--- src/rtl/stbytes_lane.sv ---
module stbytes_lane #(
  parameter int AW = 32
) (
  input  logic          clk,
  input  logic          rst_n,
  input  logic          req_valid,
  output logic          req_ready,
  input  logic [AW-1:0] req_addr,
  input  logic [31:0]   req_data,
  input  logic          req_end,
  output logic          wr_valid,
  input  logic          wr_ready,
  output logic [AW-1:0] wr_addr,
  output logic [3:0]    wr_be,
  output logic [31:0]   wr_data,
  output logic          wr_probe_only
);
  localparam int LANES = 4;

  logic [1:0]       ofs;
  logic [LANES-1:0] be_n;
  logic [31:0]      data_n;
  logic             take;

  assign ofs       = req_addr[1:0];
  assign be_n      = req_end ? ~(4'b1111 >> ofs) : (4'b1111 >> ofs);
  assign req_ready = !wr_valid || wr_ready;
  assign take      = req_valid && req_ready;

  for (genvar i = 0; i < LANES; i++) begin : g_lane
    assign data_n[8*i +: 8] = be_n[i] ? req_data[8*i +: 8] : 8'h00;
  end

  always_ff @(posedge clk or negedge rst_n) begin
    if (!rst_n) begin
      wr_valid      <= 1'b0;
      wr_addr       <= '0;
      wr_be         <= '0;
      wr_data       <= '0;
      wr_probe_only <= 1'b0;
    end else if (take) begin
      wr_valid      <= 1'b1;
      wr_addr       <= {req_addr[AW-1:2], 2'b00};
      wr_be         <= be_n;
      wr_data       <= data_n;
      wr_probe_only <= req_end && (ofs == 2'd0);
    end else if (wr_ready) begin
      wr_valid      <= 1'b0;
    end
  end

  AST_ADDR_ALIGNED: assert property (@(posedge clk) disable iff (!rst_n)
    wr_valid |-> wr_addr[1:0] == 2'b00);

  AST_PROBE_EMPTY: assert property (@(posedge clk) disable iff (!rst_n)
    wr_valid && wr_probe_only |-> wr_be == 4'b0000);

  AST_BE_SHAPE: assert property (@(posedge clk) disable iff (!rst_n)
    wr_valid && !wr_probe_only |-> (wr_be inside {4'b1111, 4'b0111, 4'b0011, 4'b0001,
                                                  4'b1000, 4'b1100, 4'b1110}));

  AST_DEAD_LANES_ZERO: assert property (@(posedge clk) disable iff (!rst_n)
    wr_valid |-> (wr_data & ~{{8{wr_be[3]}}, {8{wr_be[2]}}, {8{wr_be[1]}}, {8{wr_be[0]}}}) == 32'h0);

  AST_ACCEPT_NEXT: assert property (@(posedge clk) disable iff (!rst_n)
    req_valid && req_ready |=> wr_valid);

  AST_HOLD_STALL: assert property (@(posedge clk) disable iff (!rst_n)
    wr_valid && !wr_ready |=> wr_valid && $stable(wr_be) && $stable(wr_data)
                              && $stable(wr_addr) && $stable(wr_probe_only));

  AST_STALL_BLOCKS: assert property (@(posedge clk) disable iff (!rst_n)
    wr_valid && !wr_ready |-> !req_ready);
endmodule

--- config.mk ---
export PLATFORM = sky130hd
export DESIGN_NAME = stbytes_lane
export DESIGN_NICKNAME = d
export VERILOG_FILES = /design/src/rtl/stbytes_lane.sv
export SDC_FILE = /design/constraint.sdc
export NUM_CORES = 1
export LEC_CHECK = 0
export BUFFER_PORTS_ARGS = -buffer_cell sky130_fd_sc_hd__buf_2
export CAP_MARGIN = 10
export CORE_UTILIZATION = 35
export CTS_CLUSTER_DIAMETER = 200
export DETAILED_ROUTE_END_ITERATION = 8
export PLACE_DENSITY_LB_ADDON = 0.08
export RECOVER_POWER = 100
export REMOVE_ABC_BUFFERS = 1
export SLEW_MARGIN = 20
export SYNTH_ARGS = -nofsm -noshare
export SYNTH_HDL_FRONTEND = slang
export SYNTH_SLANG_ARGS = --single-unit
--- constraint.sdc ---
create_clock -name clk -period 3.15 [get_ports clk]
set_input_delay 0.315 -clock clk [delete_from_list [all_inputs] [get_ports clk]]
set_output_delay 0.315 -clock clk [all_outputs]
set_load 0.01 [all_outputs]
[Word level (Yosys, flattened, before mapping)]
Cells that the tools add are included.
Word-level totals
  register bits: 68
  output and inout bits: 71
  input port bits: 69
Cells by class
  bitwise logic cells: 1
  reduce and logical (&&, ||, !) cells: 6
  shifts and indexed selects: 1
  muxes and demuxes: 7
Operator list (count)
  8-bit 2-to-1 mux: 4
  4-bit 2-to-1 mux: 1
  4-bit inverter: 1
  4-bit by 2-bit >> shifter with 4-bit output, first input constant: 1
  1-bit logical AND: 2
  2-bit zero test: 1
  1-bit 2-to-1 mux: 2
  2-bit nonzero test: 1
  1-bit zero test: 1
  1-bit logical OR: 1

[Longest topological paths before layout]
  word-level depth: 4
  depth in mapped cells: 6
  depth with buffers taken out: 4

[Worst setup path before layout]
No wires, ideal clock.
  path kind: reg-to-reg
  from: register wr_valid
  to: register wr_addr[16]
  setup slack: 1751 ps
  buffers on the path: 2
  arrival: 1274 ps
  required time: 3025 ps
  stages on the path, launching flop included: 7
  period minus slack after synthesis: 1399 ps
  path through: dfrtp_1 > nor2b_4 > inv_4 > nand2_4 > buf_6 > buf_6 > mux2_4
Between the ends
  longest elaborated chain between the ends: 3
RTL lines
  start, declared: line 11  | output logic wr_valid,
  start signal, assigned: line 36  | wr_valid <= 1'b0;
  start signal, assigned: line 42  | wr_valid <= 1'b1;
  start signal, assigned: line 48  | wr_valid <= 1'b0;
  1-bit zero test: line 27  | assign req_ready = !wr_valid || wr_ready;
  1-bit logical OR: line 27
  named net req_ready: line 7  | output logic req_ready,
  1-bit logical AND: line 28  | assign take = req_valid && req_ready;
  end signal, assigned: line 43  | wr_addr <= {req_addr[AW-1:2], 2'b00};
  end, declared: line 13  | output logic [AW-1:0] wr_addr,
The timed path passes the listed nets, and every way through them passes these cells.
A chain may end at the register's enable or synchronous reset.

[Worst setup path in the final report]
  from: register wr_valid
  to: register wr_addr[11]
Between the ends
  longest elaborated chain between the ends: 3
RTL lines (line)
  1-bit zero test: 27
  1-bit logical OR: 27
  1-bit logical AND: 28
No other way between the ends.

==> impl_table.tex <==
\begin{tabular}{lr}
\hline
Metric & Value \\
\hline
\multicolumn{2}{l}{\textbf{Finish}} \\
Final non-filler cell area & 3540 um\^{}2 \\
Count of nets after finishing & 405 \\
Finished Core Util & 47.5\% \\
Area growth from synthesis to layout & 28.4\% \\
Commonest non-fill, non-tap cells in the layout & sky130\_fd\_sc\_hd\_\_clkbuf\_1 (71), sky130\_fd\_sc\_hd\_\_dfrtp\_1 (68), sky130\_fd\_sc\_hd\_\_buf\_2 (67) \\
Layout cells sized above 1 & 31.2\% \\
Leading cell type in the layout, fill and taps excluded & sky130\_fd\_sc\_hd\_\_clkbuf\_1 \\
Fin cells & 436 \\
Diode count & 0 \\
\multicolumn{2}{l}{\textbf{Timing}} \\
RSZ-0062 raised after global routing & no \\
Shortest clock period the worst path allows after layout & 2.06 ns \\
Tightest slew margin relative to the limit & -24.1\% \\
FMAX & 484 MHz \\
Fraction of the cycle the final worst path needs & 65.5\% \\
Count of pins over their slew limit & 34 \\
Slew at the pin closest to its max-slew limit & 1.86 ns \\
Final hold violation count & 0 \\
Final worst slack & 1.09 ns \\
Worst clock skew & 0.00960 ns \\
Worst Hold Margin & 0.197 ns \\
Total setup violations reported at the end of the flow & 0 \\
Setup total negative slack & 0 ns \\
\multicolumn{2}{l}{\textbf{Worst setup path}} \\
Chain of cells forming the critical path & nor2b\_2, buf\_4, clkinvlp\_2, nand2\_4, buf\_12, mux2\_2 \\
Cell with the biggest individual delay on the critical path & sky130\_fd\_sc\_hd\_\_nand2\_4 \\
Endpoint kind of the worst setup timing path & flip-flop \\
Worst EP required & 3.36 ns \\
Critical Setup Path Class & flip-flop to flip-flop \\
Maximum net fanout on the critical path & 35 \\
Crit path DAT & 2.28 ns \\
Cell class contributing the biggest share of worst-path delay & buffers and inverters \\
Element type at the critical path start & flip-flop \\
Buffers plus inverters on the worst setup path & 3 \\
Delay of the slowest cell on the worst path & 0.35 ns \\
\multicolumn{2}{l}{\textbf{GRT}} \\
Initial antenna violation count & 0 \\
Pin count of the biggest net entering global routing & 36 \\
Wire length of the first global-routing pass & 10000 um \\
Number of global-route vias before repair & 2003 \\
Gr ovfl total & 0 \\
Total GRT Usage & 15.6\% \\
\multicolumn{2}{l}{\textbf{Floorplanning}} \\
Full die area & 8230 um\^{}2 \\
Initial core utilization & 37.0\% \\
Die outline width & 90.7 um \\
Cell Rows & 31 \\
Overall die height & 90.7 um \\
Std-Cell Core Area & 7450 um\^{}2 \\
Ports placed on the boundary & 140 \\
\multicolumn{2}{l}{\textbf{Pwr}} \\
Post-route total power & 2.07 mW \\
Power per unit of standard cell area & 584 nW/um\^{}2 \\
Worst voltage drop across the vdd grid & 263 uV \\
Reported leakage power & 1.64 nW \\
\multicolumn{2}{l}{\textbf{Detailed routing}} \\
Post-route DRC & 0 \\
Post-detailed-route count of antenna-violating nets & 0 \\
Routed WL & 6230 um \\
Total iterations of the first detailed-routing run & 4 \\
Routed length per placed instance & 14.3 um \\
Via count & 1981 \\
Initial detailed-routing violation count & 69 \\
Post-DR vias/cell & 4.54 \\
\multicolumn{2}{l}{\textbf{Logic synthesis}} \\
Syn. warnings & 0 \\
Per-instance average area after synthesis & 14.0 um\^{}2 \\
Mapped cell area & 2760 um\^{}2 \\
Distinct cell type count of the synthesized netlist & 24 \\
Synthesized instance count & 197 \\
Flops \& latches, synth & 68 \\
Sequential cell area fraction in the yosys report & 61.7\% \\
\multicolumn{2}{l}{\textbf{Job}} \\
Max-Cap Viols & 1 \\
\multicolumn{2}{l}{\textbf{CTS}} \\
Maximum clock insertion buffer count & 2 \\
Count of instances resized after the clock tree is built & 0 \\
Count of buffers added by post-CTS timing repair for setup & 0 \\
Buffer cell driving the clock tree root & sky130\_fd\_sc\_hd\_\_clkbuf\_8 \\
Clk\_lat worst skew & 0.33 ns \\
CTS tree & built \\
Number of clock sinks seen by CTS & 68 \\
\# hold bufs at CTS & 0 \\
Clock input transition at the sequential cells of the worst setup and hold paths & 0.07 ns \\
Inserted Clock Buffers & 9 \\
Number of levels the H-tree was split into & 3 \\
\multicolumn{2}{l}{\textbf{Place}} \\
Routability congestion estimate from global placement & 0.714 \\
DP Area & 3510 um\^{}2 \\
Post-placement cell count & 422 \\
Placed wire-length estimate after detailed placement & 4340 um \\
Pre-CTS setup slack & 1.19 ns \\
IO buf count & 137 \\
\multicolumn{2}{l}{\textbf{Worst hold path}} \\
Hold Path Class & primary input to flip-flop \\
\multicolumn{2}{l}{\textbf{Run status}} \\
Violations in the final reports & max-capacitance violations, max-slew violations \\
Result of the run & finished with violations \\
\hline
\end{tabular}
## layer usage
| layer | track usage, % | part of all wire (%) | vias up |
|---|---|---|---|
| met5 | 0 | 0 | - |
| met2 | 23.5 | 48 | 78 |
| met4 | 6.45 | 0.82 | 0 |
| met3 | 5.64 | 6.6 | 4 |
| met1 | 20.2 | 45 | 940 |
| li1 | - | - | 959 |
## state kept, by name, indices dropped and copies added (netlist names)
signal,cells
wr_addr,30
wr_be,4
wr_data,32
wr_probe_only,1
wr_valid,1
## path summary, 6_finish.rpt
path                         startpoint          end  slack (ns)  cells past startpoint
hold reg to reg                wr_be[2]     wr_be[2]        0.48                      1
max in group asynchronous         rst_n  wr_addr[14]        1.59                      1
hold / removal             req_addr[21]  wr_addr[21]        0.20                      2
min in group asynchronous         rst_n   wr_data[0]        0.48                      1
setup reg to reg               wr_valid  wr_addr[11]        1.09                      6
setup / recovery               wr_valid  wr_addr[11]        1.09                      6
## kinds of logic (layout without fill, tap and decap cells)
| kind of cell | count (synthesis) | in the layout | share of synthesized area, % |
|---|---|---|---|
| adders and majority gates | 2 | 2 | 0.908 |
| AOI/OAI and AO/OA | 54 | 54 | 12.8 |
| DFF | 68 | 68 | 61.7 |
| and+or+nand+nor | 22 | 22 | 4.86 |
| muxes | 32 | 32 | 15.1 |
| buffers and inverters | 17 | 156 | 4.13 |
| xor gates and xnor gates | 1 | 1 | 0.318 |
| other | 1 | 2 | 0.136 |
## worst reg2reg max path, stage by stage (launching register included)
cell and delay (ns):
sky130_fd_sc_hd__dfrtp_1 0.34, sky130_fd_sc_hd__nor2b_2 0.13, sky130_fd_sc_hd__buf_4 0.25, sky130_fd_sc_hd__clkinvlp_2 0.24
sky130_fd_sc_hd__nand2_4 0.35, sky130_fd_sc_hd__buf_12 0.28, sky130_fd_sc_hd__mux2_2 0.37
## final cells by class
cell class | instances | area (um^2)
clock buffers | 13 | 169
well taps | 99 | 124
repair buffers | 140 | 646
flip-flops and latches | 68 | 1700
clock inverters | 1 | 7.51
inverters | 2 | 8.76
fillers | 760 | 3910
multi-input cells | 113 | 883
## synth_stat cells, drive strengths merged
cell type  number  share of area (%)
xor2            1               0.32
a21o            3               0.82
mux2           32                 15
ha              2               0.91
nor3            1               0.59
a22o           16                5.1
nand2b          8                1.8
nand2          10                1.6
dfrtp          68                 62
o21ai          34                6.2
buf            11                3.2
nand3           1               0.18
conb            1               0.14
nor2            1               0.14
inv             2               0.36
a211oi          1               0.73
clkbuf          4               0.54
nor2b           1               0.50
## power by group
group          switching, mW  total (mW)  internal, mW  leakage, nW
Clock                  0.302       0.644         0.342       0.0876
Sequential            0.0597        1.05         0.988        0.842
Combinational          0.211       0.376         0.165        0.710
Power figures use the tool's default switching activity.
